`src/rtl/pgx_pkg.sv`:
```
package pgx_pkg;
  localparam int unsigned LA_W    = 16;
  localparam int unsigned DW      = 8;
  localparam int unsigned PIX_W   = 4;
  localparam int unsigned RA_W    = 8;
  localparam int unsigned WIN_LSB = 14;
  localparam int unsigned GA_W    = PIX_W + WIN_LSB;

  localparam logic [RA_W-1:0]  PIX_ADDR = 8'h30;
  localparam logic [RA_W-1:0]  DP_ADDR  = 8'h31;
  localparam logic [PIX_W-1:0] PIX_RST  = 4'hE;
  localparam logic [1:0]       WIN_TAG  = 2'b10;
endpackage

```
`src/rtl/pgx_dp_reg.sv`:
```
module pgx_dp_reg #(
  parameter int unsigned DW = pgx_pkg::DW
) (
  input  logic          clk_i,
  input  logic          rst_ni,
  input  logic          wr_i,
  input  logic [DW-1:0] wdata_i,
  output logic [DW-1:0] dp_o,
  output logic          locked_o
);
  logic [DW-1:0] dp_q;
  logic          lock_q;

  always_ff @(posedge clk_i or negedge rst_ni) begin
    if (!rst_ni) begin
      dp_q   <= '0;
      lock_q <= 1'b0;
    end else if (wr_i && !lock_q) begin
      dp_q   <= wdata_i;
      lock_q <= 1'b1;
    end
  end

  assign dp_o     = dp_q;
  assign locked_o = lock_q;
endmodule

```
`src/rtl/pgx_pix_reg.sv`:
```
module pgx_pix_reg #(
  parameter int unsigned          PIX_W = pgx_pkg::PIX_W,
  parameter logic [PIX_W-1:0]     RST_V = pgx_pkg::PIX_RST
) (
  input  logic             clk_i,
  input  logic             rst_ni,
  input  logic             wr_i,
  input  logic [PIX_W-1:0] wdata_i,
  input  logic             ld_i,
  input  logic [PIX_W-1:0] ld_data_i,
  output logic [PIX_W-1:0] pix_o
);
  logic [PIX_W-1:0] pix_q;

  // call/return load has priority over register write
  always_ff @(posedge clk_i or negedge rst_ni) begin
    if (!rst_ni)    pix_q <= RST_V;
    else if (ld_i)  pix_q <= ld_data_i;
    else if (wr_i)  pix_q <= wdata_i;
  end

  assign pix_o = pix_q;
endmodule

```
`src/rtl/pgx_xlate.sv`:
```
module pgx_xlate #(
  parameter int unsigned LA_W    = pgx_pkg::LA_W,
  parameter int unsigned DW      = pgx_pkg::DW,
  parameter int unsigned PIX_W   = pgx_pkg::PIX_W,
  parameter int unsigned WIN_LSB = pgx_pkg::WIN_LSB,
  localparam int unsigned GA_W   = PIX_W + WIN_LSB,
  localparam int unsigned OFS_W  = LA_W - DW
) (
  input  logic [LA_W-1:0]  lcl_addr_i,
  input  logic             dir_mode_i,
  input  logic [OFS_W-1:0] dir_ofs_i,
  input  logic [DW-1:0]    dp_i,
  input  logic [PIX_W-1:0] pix_i,
  output logic [GA_W-1:0]  glb_addr_o,
  output logic             win_o
);
  logic [LA_W-1:0] eff;

  always_comb begin
    eff   = dir_mode_i ? {dp_i, dir_ofs_i} : lcl_addr_i;
    win_o = (eff[LA_W-1 -: 2] == pgx_pkg::WIN_TAG);
    if (win_o) glb_addr_o = {pix_i, eff[WIN_LSB-1:0]};
    else       glb_addr_o = GA_W'(eff);
  end
endmodule

```
`src/rtl/page_xlate.sv`:
```
module page_xlate
  import pgx_pkg::*;
(
  input  logic              clk_i,
  input  logic              rst_ni,
  input  logic              reg_wr_i,
  input  logic [RA_W-1:0]   reg_addr_i,
  input  logic [DW-1:0]     reg_wdata_i,
  output logic [DW-1:0]     reg_rdata_o,
  input  logic              call_ld_i,
  input  logic [PIX_W-1:0]  call_page_i,
  input  logic [LA_W-1:0]   lcl_addr_i,
  input  logic              dir_mode_i,
  input  logic [LA_W-DW-1:0] dir_ofs_i,
  output logic [GA_W-1:0]   glb_addr_o,
  output logic              flash_win_o
);
  logic [DW-1:0]    dp_w;
  logic             dp_lock_w;
  logic [PIX_W-1:0] pix_w;
  logic             dp_wr, pix_wr;

  assign dp_wr  = reg_wr_i && (reg_addr_i == DP_ADDR);
  assign pix_wr = reg_wr_i && (reg_addr_i == PIX_ADDR);

  pgx_dp_reg #(.DW(DW)) u_dp (
    .clk_i    (clk_i),
    .rst_ni   (rst_ni),
    .wr_i     (dp_wr),
    .wdata_i  (reg_wdata_i),
    .dp_o     (dp_w),
    .locked_o (dp_lock_w)
  );

  pgx_pix_reg #(.PIX_W(PIX_W), .RST_V(PIX_RST)) u_pix (
    .clk_i     (clk_i),
    .rst_ni    (rst_ni),
    .wr_i      (pix_wr),
    .wdata_i   (reg_wdata_i[PIX_W-1:0]),
    .ld_i      (call_ld_i),
    .ld_data_i (call_page_i),
    .pix_o     (pix_w)
  );

  pgx_xlate #(.LA_W(LA_W), .DW(DW), .PIX_W(PIX_W), .WIN_LSB(WIN_LSB)) u_xl (
    .lcl_addr_i (lcl_addr_i),
    .dir_mode_i (dir_mode_i),
    .dir_ofs_i  (dir_ofs_i),
    .dp_i       (dp_w),
    .pix_i      (pix_w),
    .glb_addr_o (glb_addr_o),
    .win_o      (flash_win_o)
  );

  always_comb begin
    unique case (reg_addr_i)
      PIX_ADDR: reg_rdata_o = DW'(pix_w);
      DP_ADDR:  reg_rdata_o = dp_w;
      default:  reg_rdata_o = '0;
    endcase
  end
endmodule

```
`config.mk`:
```
export PLATFORM = sky130hd
export DESIGN_NAME = page_xlate
export DESIGN_NICKNAME = d
export VERILOG_FILES = /design/src/rtl/pgx_pkg.sv /design/src/rtl/pgx_dp_reg.sv /design/src/rtl/pgx_pix_reg.sv /design/src/rtl/pgx_xlate.sv /design/src/rtl/page_xlate.sv
export SDC_FILE = /design/constraint.sdc
export NUM_CORES = 1
export LEC_CHECK = 0
export BUFFER_PORTS_ARGS = -buffer_cell sky130_fd_sc_hd__clkbuf_2
export CORE_ASPECT_RATIO = 1.75
export CORE_UTILIZATION = 42
export DETAILED_ROUTE_END_ITERATION = 12
export GPL_ROUTABILITY_DRIVEN = 1
export GPL_TIMING_DRIVEN = 0
export PLACE_DENSITY = 0.85
export REMOVE_ABC_BUFFERS = 1
export SETUP_SLACK_MARGIN = 0.15
export SLEW_MARGIN = 10
export SYNTH_ARGS = -nofsm -noshare
export SYNTH_HDL_FRONTEND = slang
export SYNTH_SLANG_ARGS = --single-unit
```
`constraint.sdc`:
```
create_clock -name clk_i -period 3.7 [get_ports clk_i]
set_clock_uncertainty 0.05 [all_clocks]
set_input_delay 0.74 -clock clk_i [delete_from_list [all_inputs] [get_ports clk_i]]
set_output_delay 0.74 -clock clk_i [all_outputs]
set_load 0.1 [all_outputs]
```
Word level (Yosys, flattened, before mapping)
Cells that the tools add are included.
{"block": "classes", "eq_ne": 3, "n_mux": 5, "reduce_logical": 5}
{"cell": "$mux W18", "count": 1}
{"cell": "$eq A8 B6 Y1 const B", "count": 2}
{"cell": "$mux W16", "count": 1}
{"cell": "$pmux W8 S2", "count": 1}
{"cell": "$mux W4", "count": 2}
{"cell": "$logic_and A1 B1 Y1", "count": 3}
{"cell": "$eq A2 B2 Y1 const B", "count": 1}
{"cell": "$reduce_bool A2 Y1", "count": 1}
{"cell": "$logic_not A1 Y1", "count": 1}
{"block": "totals", "regBits": 13, "in_bits": 49, "out_inout_bits": 27, "word_cells": 16}

Logic depth before layout (Yosys ltp)
Gate-level depths: netlist of the first run.
{"block": "depth", "word_depth": 4, "mapped_depth": 4, "ltp_nobuf": 3}

Hierarchy
A second synthesis of the first run with hierarchy kept.
{"block": "unflattened", "hier_cells": 92, "area_unflattened_um2": 1056.0}
{"module": "pgx_dp_reg", "n_inst": 1, "cells_per_inst": 20, "area_each_um2": 376.6, "seq_area_each_um2": 225.2}
{"module": "pgx_xlate", "n_inst": 1, "cells_per_inst": 31, "area_each_um2": 307.8, "seq_area_each_um2": 0.0}
{"module": "pgx_pix_reg", "n_inst": 1, "cells_per_inst": 17, "area_each_um2": 190.2, "seq_area_each_um2": 103.8}
{"module": "page_xlate", "n_inst": 1, "cells_per_inst": 24, "area_each_um2": 181.4, "seq_area_each_um2": 0.0}

Worst setup path after synthesis of the first run
OpenSTA, ideal clock, no wires.
{"block": "synth_path", "path_type": "input -> output", "from": "in dir_mode_i", "to": "out glb_addr_o[15]", "t_arrival_ps": 3091, "required_ps": 2910, "setup_slack_ps": -181, "stages": 2, "n_path_buf": 1, "cell_sequence": "clkbuf_1 > o21ai_0"}
{"block": "synth_via", "elab_chain_len": 3}
{"item": "from (decl)", "line": "page_xlate.sv:13", "rtl": "input logic dir_mode_i,"}
{"item": "$mux W16 (*)", "line": "pgx_xlate.sv:20", "rtl": "eff = dir_mode_i ? {dp_i, dir_ofs_i} : lcl_addr_i;"}
{"item": "$eq A2 B2 Y1", "line": "pgx_xlate.sv:21", "rtl": "win_o = (eff[LA_W-1 -: 2] == pgx_pkg::WIN_TAG);"}
{"item": "$mux W18 (*)", "line": "pgx_xlate.sv:22", "rtl": "if (win_o) glb_addr_o = {pix_i, eff[WIN_LSB-1:0]};"}
{"item": "to (decl)", "line": "page_xlate.sv:15", "rtl": "output logic [GA_W-1:0] glb_addr_o,"}
Every way passes the cells marked *; elsewhere a longest branch is shown, timed or not.

Worst setup path in the final report of the first run
{"block": "layout_path", "from": "in reg_addr_i[6]", "to": "out reg_rdata_o[3]"}
{"block": "layout_via", "elab_chain_len": 2, "elab_cells_between_ends": 3, "classes_between": "eq/ne: 2; mux: 1"}
{"item": "from (decl)", "line": "page_xlate.sv:7", "rtl": "input logic [RA_W-1:0] reg_addr_i,"}
{"item": "$eq A8 B6 Y1", "line": "page_xlate.sv:56", "rtl": "unique case (reg_addr_i)"}
{"item": "$pmux W8 S2 (*)", "line": "page_xlate.sv:56"}
{"item": "to (decl)", "line": "page_xlate.sv:9", "rtl": "output logic [DW-1:0] reg_rdata_o,"}
Marked as above.

==> impl_metrics.tcl, run 1 <==
set metrics [dict create \
    status "completed" \
    ff2ff_path_depth 3 \
    drt-total-wl_um 2430 \
    track_usage 0.197 \
    cts_buffers 3 \
    p_leak_nw 0.716 \
    grt_pass1_wl_um 3490 \
    dr.pass1.iters 4 \
    synth_xor_area_frac 0 \
    endpoint_kind "output port" \
    reg2reg_slack_ps 2400 \
    cts_sinks 13 \
    grt_antenna_before_repair 0 \
    cp_max_fo 9 \
    synth_edf_count 0 \
    io_buffers 75 \
    start_util 0.453 \
    async_flop_share 1.00 \
    period_share 0.832 \
    syn_area_per_cell_sq_um 11.4 \
    ys_seq_area_frac 0.342 \
    layout_common_cells "clkbuf_2, mux2_2, dfrtp_1, and2_1, a21oi_1" \
    grt_max_degree 21 \
    multi_input_area_sq_um 616 \
    final_common_cell "clkbuf_2" \
    netlist_area_sq_um 961 \
    cts_setup_buffers 0 \
    place_ws_ps 593 \
    cp.arrival_ps 2290 \
    yosys-top-cells-area "dfrtp_1, mux2_2, dfstp_2, and2_1, a22o_1" \
    synth_cell_types 27 \
    syn_inst 84 \
    cts_root_buffer "clkbuf_4" \
    critPathRequiredTime_ps 2910 \
    final.setup.worst_slack_ps 620 \
    die_h_um 65.3 \
    slew_violations 0 \
    hpwl_um 2080 \
    r2r_start "u_dp.locked_o" \
    cts_tree "yes" \
    viasPerCell 5.30 \
    cts_resized 0 \
    synth_compound_area_frac 0.180 \
    gr-total-overflow 0 \
    synth_top_area_share 0.260 \
    finalSetupViolCount 0 \
    relSlewSlack 0.560 \
    fill_cells 195 \
    placed_cell_area_sq_um 1360 \
    rr_endpoint "u_dp.dp_o[7]" \
    clkLatencyLatePin_ps 280 \
    grt_pass1_vias 853 \
    placeableCoreArea_sq_um 2120 \
    design.die.area_sq_um 2490 \
    drt_iter0_markers 14 \
    cts.path.max_buffers 2 \
    io_pins 76 \
    peakVddDrop_mv 0.192 \
    synth-simple-area-share 0.203 \
    synth_top_area_cell "dfrtp_1" \
    min_period_ps 3080 \
    ys_ff_latch 13 \
    post_route_cells_drive_above_1_share 0.677 \
    maxCapViolCount 0 \
    post_drt_wl_per_cell_um 13.1 \
    rows 22 \
    finalHoldViolCount 0 \
    final_util 0.653 \
    min_path_type "primary input to asynchronous set/reset pin" \
    path_class "primary input to output port" \
    grt_setup_unrepaired "false" \
    die_w_um 38.2 \
    synth.mux.area_fraction 0.258 \
    synth_top_family_by_area "multiplexers" \
    ys.flop_type "dfrtp_1" \
    final_area_sq_um 1380 \
    start_kind "primary input" \
    drcViolationCount 0 \
    nNetsFinal 211 \
    worst_pin_slew_ps 654 \
    fmax_ghz 0.325 \
    antennaDiodeCount 0 \
    power_density_nw_per_um2 314 \
    via_count 981 \
    register_area_sq_um 329 \
    place_inst 181 \
    synth-adder-area-share 0 \
    htreeDepth 1 \
    area_growth_pct 44.0 \
    fin_cells 185 \
    globalplace.congestion 0.778 \
    holdBufCountCts 0 \
    ys_warn_count 0 \
    ant_nets 0 \
    clkTransAtPathRegs_ps 80 \
]
==> power breakdown <==
group          leakage (nW)  internal [mW]  switching [mW]
sequential            0.167          0.153         0.00787
combinational         0.534         0.0506           0.135
clock                0.0150         0.0419          0.0462
total                 0.716          0.246           0.189
==> per-layer routing <==
metal	global-route usage	share of wire	vias up
met5	0	0	-
met4	0.107	0.023	0
met3	0.0101	0.062	5
met2	0.396	0.57	48
met1	0.172	0.34	444
li1	-	-	484
==> cells in the mapped netlist, types with 2 or more instances <==
library cell / count
o31ai_1: 4
inv_1: 2
a41oi_1: 4
mux2_2: 22
dfstp_2: 3
a21oi_1: 6
nor2b_1: 5
dfrtp_1: 10
and2_1: 6
a22o_1: 4
o21ai_0: 2
==> cells by family after synthesis <==
| family | count (synthesis) |
|---|---|
| compound gates | 24 |
| flops | 13 |
| buf+inv | 4 |
| mux | 22 |
| simple gates | 21 |
==> worst max-delay path by stage <==
stage | startpoint | endpoint | slack, ps
3_3_place_gp | reg_addr_i[6] | reg_rdata_o[3] | 630
2_1_floorplan | lcl_addr_i[14] | glb_addr_o[15] | -2
4_1_cts | reg_addr_i[6] | reg_rdata_o[3] | 590
5_1_grt | reg_addr_i[6] | reg_rdata_o[3] | 520
3_5_place_dp | reg_addr_i[6] | reg_rdata_o[3] | 590
6_report | reg_addr_i[6] | reg_rdata_o[3] | 620
==> cell type report <==
class,instances,share of cell area
inverter,2,0.00542
clock buffer,4,0.0190
multi-input combinational,67,0.445
timing repair buffer,75,0.271
sequential,13,0.238
tap,24,0.0217
==> through the flow <==
stage	power, mW	hold slack, ps	setup TNS (ps)
5_1_grt	0.455	300	0
6_report	0.435	285	0
4_1_cts	0.439	291	0
3_5_place_dp	0.351	412	0
2_1_floorplan	0.314	378	-1.60
3_3_place_gp	0.345	389	0
==> flip-flops by register name (all words and copies together), names as in the netlist <==
name / count
u_dp.dp_o: 8
u_pix.pix_o: 4
u_dp.locked_o: 1
==> worst max-delay path, cell delays in order <==
cell,delay [ps]
clkbuf_2,90
nand4bb_4,300
nor4_4,480
a22o_1,230
clkbuf_2,450
Note: power is estimated with default switching activity, not from simulation.
==> run 2: changes to the inputs <==
--- a/config.mk
+++ b/config.mk
@@ -7,11 +7,11 @@
 export LEC_CHECK = 0
 export BUFFER_PORTS_ARGS = -buffer_cell sky130_fd_sc_hd__clkbuf_2
 export CORE_ASPECT_RATIO = 1.75
-export CORE_UTILIZATION = 42
+export CORE_UTILIZATION = 39
 export DETAILED_ROUTE_END_ITERATION = 12
 export GPL_ROUTABILITY_DRIVEN = 1
 export GPL_TIMING_DRIVEN = 0
-export PLACE_DENSITY = 0.85
+export PLACE_DENSITY = 0.8
 export REMOVE_ABC_BUFFERS = 1
 export SETUP_SLACK_MARGIN = 0.15
 export SLEW_MARGIN = 10
==> constraint.sdc (replaced) <==
create_clock -name clk_i -period 3 [get_ports clk_i]
set_clock_uncertainty 0.05 [all_clocks]
set_input_delay 0.6 -clock clk_i [delete_from_list [all_inputs] [get_ports clk_i]]
set_output_delay 0.6 -clock clk_i [all_outputs]
set_load 0.1 [all_outputs]
==> impl_metrics.tcl, run 2 (synthesized netlist as in run 1, its figures left out) <==
set metrics [dict create \
    design.die.area_sq_um 2670 \
    use_met3 0.0197 \
    place_inst 182 \
    gr-total-overflow 0 \
    grt_pass1_vias 978 \
    die_h_um 67.7 \
    path_depth 5 \
    final_area_sq_um 1410 \
    place_ws_ps 140 \
    path_cells "clkbuf_2, or4_4, nor2_4, a22o_1, clkbuf_2" \
    grt_antenna_before_repair 0 \
    gr-usage-met1 0.204 \
    post_drt_wl_per_cell_um 13.6 \
    pwr-share-comb 0.394 \
    path_delay_family "simple AND/OR/NAND/NOR gates" \
    rows 23 \
    slew_violations 0 \
    final.setup.worst_slack_ps 303 \
    cts_sinks 13 \
    min_path_type "primary input to asynchronous set/reset pin" \
    grt.busiest_layer "met2" \
    cts_root_buffer "clkbuf_8" \
    nNetsFinal 212 \
    grt_pass1_wl_um 3980 \
    via_count 1023 \
    path_buf_inv 2 \
    power_density_nw_per_um2 412 \
    cp_max_fo 5 \
    finalHoldViolCount 0 \
    seqPwrFrac 0.343 \
    largest_reg_flops 8 \
    path_class "primary input to output port" \
    fmax_ghz 0.371 \
    crit_top_cell "clkbuf_2" \
    met2_usage 0.414 \
    worst_pin_slew_ps 660 \
    hpwl_um 2190 \
    start_util 0.417 \
    internal_power_mw 0.346 \
    track_usage 0.211 \
    clkPwrFrac 0.264 \
    p_sw_mw 0.236 \
    ff2ff_path_depth 3 \
    post_route_cells_drive_above_1_share 0.679 \
    antennaDiodeCount 0 \
    final_common_cell "clkbuf_2" \
    fin_cells 187 \
    ant_nets 0 \
    io_pins 76 \
    holdBufCountCts 0 \
    placed_cell_area_sq_um 1360 \
    clkLatencyLatePin_ps 240 \
    globalplace.congestion 0.735 \
    max_stage_delay_ps 570 \
    area_growth_pct 47.1 \
    relSlewSlack 0.556 \
    maxCapViolCount 0 \
    placeableCoreArea_sq_um 2300 \
    finalSetupViolCount 0 \
    viasPerCell 5.47 \
    slowest_stage "or4_4" \
    layout_common_cells "clkbuf_2, mux2_2, dfrtp_1, and2_1, a21oi_1" \
    cts_tree "yes" \
    drt-total-wl_um 2540 \
    io_buffers 75 \
    min_period_ps 2700 \
    grt_setup_unrepaired "false" \
    start_kind "primary input" \
    cts.path.max_buffers 2 \
    p_leak_nw 0.730 \
    status "completed" \
    fill_cells 224 \
    drcViolationCount 0 \
    drt_iter0_markers 24 \
    period_share 0.899 \
    clkTransAtPathRegs_ps 50 \
    cts_buffers 3 \
    die_w_um 39.5 \
    cp.arrival_ps 2050 \
    endpoint_kind "output port" \
    htreeDepth 1 \
    switching_share 0.406 \
    fin_hold_ws_ps 187 \
    grt_max_degree 21 \
    peakVddDrop_mv 0.429 \
    dr.pass1.iters 4 \
    critPathRequiredTime_ps 2350 \
]
## run 2: layer usage
metal / vias up / wire (um)
li1: 489 / -
met1: 470 / 816
met2: 58 / 1460
met3: 6 / 206
met4: 0 / 47
met5: - / 0
## run 2: power by group through the flow
stage | clock network [mW] | registers [mW] | logic [mW]
global placement | 0 | 0.201 | 0.225
CTS | 0.155 | 0.199 | 0.230
finish | 0.153 | 0.199 | 0.229
detailed placement | 0 | 0.202 | 0.230
floorplan | 0 | 0.199 | 0.188
global route | 0.162 | 0.201 | 0.242
## run 2: area by class of cell
cell class                      instances  area, sq um  share of cell area
Clock buffer                            4         45.0              0.0319
Inverter                                2         7.51             0.00531
Multi-Input combinational cell         67          616               0.435
Sequential cell                        13          329               0.233
Tap cell                               25         31.3              0.0221
Timing Repair Buffer                   76          385               0.273
## run 2: worst reg2reg max path, stage by stage, from the launching register on
cell and delay, ps:
dfrtp_1 380, nor2b_1 200, nand4_4 210, mux2_2 320
## run 2: stage by stage
stage	total power, mW	util	setup TNS (ps)
3_3_place_gp	0.426	0.590	0
5_1_grt	0.606	0.614	0
2_1_floorplan	0.387	-	-467
6_report	0.582	0.614	0
4_1_cts	0.584	0.611	0
3_5_place_dp	0.432	0.590	0
## run 2: path summary, 6_finish.rpt
| path | startpoint | endpoint | slack (ps) |
|---|---|---|---|
| max in group asynchronous | rst_ni | u_pix.pix_o[3] | 2430 |
| setup / recovery | reg_addr_i[0] | reg_rdata_o[1] | 300 |
| setup reg to reg | u_dp.locked_o | u_dp.dp_o[1] | 1730 |
| min in group clk_i | u_dp.locked_o | u_dp.locked_o | 410 |
| hold reg to reg | u_dp.locked_o | u_dp.locked_o | 410 |
| hold / removal | rst_ni | u_dp.dp_o[7] | 190 |
## run 2: timing repair
action | CTS | global route
resized for setup | 1 | 0
setup buffers | 0 | 1
pin swaps | 0 | 1
endpoints found under the setup margin | 1 | 7
cloned | 0 | 0
==> run 3: changes to the inputs <==
--- a/config.mk
+++ b/config.mk
@@ -5,13 +5,14 @@
 export SDC_FILE = /design/constraint.sdc
 export NUM_CORES = 1
 export LEC_CHECK = 0
+export ABC_AREA = 1
 export BUFFER_PORTS_ARGS = -buffer_cell sky130_fd_sc_hd__clkbuf_2
 export CORE_ASPECT_RATIO = 1.75
-export CORE_UTILIZATION = 39
+export CORE_UTILIZATION = 42
 export DETAILED_ROUTE_END_ITERATION = 12
 export GPL_ROUTABILITY_DRIVEN = 1
 export GPL_TIMING_DRIVEN = 0
-export PLACE_DENSITY = 0.8
+export PLACE_DENSITY = 0.85
 export REMOVE_ABC_BUFFERS = 1
 export SETUP_SLACK_MARGIN = 0.15
 export SLEW_MARGIN = 10
==> constraint.sdc (replaced) <==
create_clock -name clk_i -period 3.3 [get_ports clk_i]
set_clock_uncertainty 0.05 [all_clocks]
set_input_delay 0.66 -clock clk_i [delete_from_list [all_inputs] [get_ports clk_i]]
set_output_delay 0.66 -clock clk_i [all_outputs]
set_load 0.1 [all_outputs]
==> impl_metrics.tcl, run 3 <==
set metrics [dict create \
    status "completed" \
    synth_top_area_share 0.358 \
    switching_share 0.446 \
    p_leak_nw 0.881 \
    ant_nets 0 \
    die_h_um 65.4 \
    slew_violations 0 \
    dr.pass1.iters 4 \
    drcViolationCount 0 \
    synth_top_area_cell "nand2_1" \
    grt_setup_unrepaired "false" \
    htreeDepth 1 \
    cp_max_fo 18 \
    track_usage 0.208 \
    synth_top_family_by_area "simple AND/OR/NAND/NOR gates" \
    cts_setup_buffers 0 \
    nNetsFinal 290 \
    synth.mux.area_fraction 0 \
    pwr-share-comb 0.426 \
    clkPwrFrac 0.207 \
    antennaDiodeCount 0 \
    fin_hold_ws_ps 212 \
    hpwl_um 2020 \
    largest_reg_flops 8 \
    synth-simple-area-share 0.500 \
    placeableCoreArea_sq_um 2120 \
    fmax_ghz 0.358 \
    netlist_area_sq_um 966 \
    internal_power_mw 0.257 \
    finalHoldViolCount 0 \
    endpoint_kind "output port" \
    ys_ff_latch 13 \
    clkLatencyLatePin_ps 270 \
    post_drt_wl_per_cell_um 8.89 \
    max_stage_delay_ps 470 \
    cts_tree "yes" \
    drt_iter0_markers 14 \
    place_inst 260 \
    rows 22 \
    gr-total-overflow 0 \
    ff2ff_path_depth 4 \
    post_route_cells_drive_above_1_share 0.354 \
    ys.flop_type "dfrtp_1" \
    synth_cell_types 16 \
    critPathRequiredTime_ps 2590 \
    yosys-top-cells-area "nand2_1, dfrtp_1, dfstp_2, inv_1, nand4_1" \
    peakVddDrop_mv 0.207 \
    grt_pass1_vias 982 \
    synth_xor_area_frac 0 \
    cts_resized 0 \
    grt_max_degree 19 \
    via_count 1222 \
    cts_sinks 13 \
    cts.path.max_buffers 2 \
    synth_compound_area_frac 0.0505 \
    syn_inst 165 \
    area_growth_pct 42.0 \
    slowest_stage "clkbuf_2" \
    worst_pin_slew_ps 550 \
    setup_tns_ps 0 \
    clkTransAtPathRegs_ps 70 \
    fill_cells 219 \
    cp.arrival_ps 2090 \
    die_w_um 38.3 \
    post-synth-top-count-cell "nand2_1" \
    path_cells "clkbuf_2, inv_2, nand2_1, o21ai_2, nand2_1, o21ai_1, clkbuf_2" \
    globalplace.congestion 0.735 \
    synth-adder-area-share 0 \
    syn_area_per_cell_sq_um 5.85 \
    grt_antenna_before_repair 0 \
    io_pins 76 \
    min_path_type "primary input to asynchronous set/reset pin" \
    seqPwrFrac 0.367 \
    cts_root_buffer "clkbuf_4" \
    grt_pass1_wl_um 3820 \
    path_class "primary input to output port" \
    ys_warn_count 0 \
    period_share 0.847 \
    layout_common_cells "nand2_1, clkbuf_2, inv_1, nor2_1, dfrtp_1" \
    async_flop_share 1.00 \
    finalSetupViolCount 0 \
    power_density_nw_per_um2 338 \
    final_common_cell "nand2_1" \
    holdBufCountCts 0 \
    ys_seq_area_frac 0.341 \
    relSlewSlack 0.635 \
    final_area_sq_um 1370 \
    synth_edf_count 0 \
    min_period_ps 2800 \
    io_buffers 75 \
    start_kind "primary input" \
    maxCapViolCount 0 \
    p_sw_mw 0.207 \
    viasPerCell 4.63 \
    cts_buffers 3 \
    design.die.area_sq_um 2500 \
    start_util 0.456 \
    fin_cells 264 \
    synth_common_cells "nand2_1, inv_1, nor2_1" \
    drt-total-wl_um 2350 \
    placed_cell_area_sq_um 1350 \
]
run 3: power groups by stage:
stage	logic [mW]	clock network [mW]	registers (mW)
after floorplan	0.144	0	0.172
after global placement	0.197	0	0.173
after detailed placement	0.199	0	0.173
after CTS	0.199	0.100	0.170
after global routing	0.212	0.110	0.171
final	0.197	0.0962	0.170
run 3: critical path: cells and delay by family:
kind                   cells  cell delay [ps]
buffers and inverters      3              950
AOI/OAI and AO/OA          2              230
and+or+nand+nor            2              240
run 3: layout make-up:
class | count | area, sq um | area share
timing repair buffer | 75 | 375 | 0.274
tap | 24 | 30.0 | 0.0219
inverter | 21 | 78.8 | 0.0575
clock buffer | 4 | 26.3 | 0.0192
sequential | 13 | 329 | 0.240
multi-input combinational | 127 | 532 | 0.388
run 3: final timing paths:
path                               start             end  slack (ps)
max in group asynchronous         rst_ni  u_pix.pix_o[2]        2700
hold / removal                    rst_ni    u_dp.dp_o[5]         210
min in group clk_i          u_dp.dp_o[4]    u_dp.dp_o[4]         420
hold reg to reg             u_dp.dp_o[4]    u_dp.dp_o[4]         420
setup reg to reg           u_dp.locked_o    u_dp.dp_o[5]        2240
setup / recovery              dir_mode_i  glb_addr_o[14]         500
run 3: per-stage QoR:
| stage | util | total power, mW | setup WS (ps) |
|---|---|---|---|
| after floorplan | - | 0.316 | -471 |
| after global placement | 0.635 | 0.370 | 495 |
| after detailed placement | 0.635 | 0.372 | 468 |
| after CTS | 0.647 | 0.469 | 466 |
| after global routing | 0.647 | 0.493 | 360 |
| final | 0.647 | 0.464 | 505 |
run 3: metal layers:
metal	part of all wire	global-route usage
met1	0.38	0.226
met2	0.52	0.373
met3	0.078	0.0101
met4	0.023	0.121
met5	0	0
run 3: cell families after synthesis:
family          after synthesis
buf+inv                      25
simple gates                118
compound gates                9
flops                        13
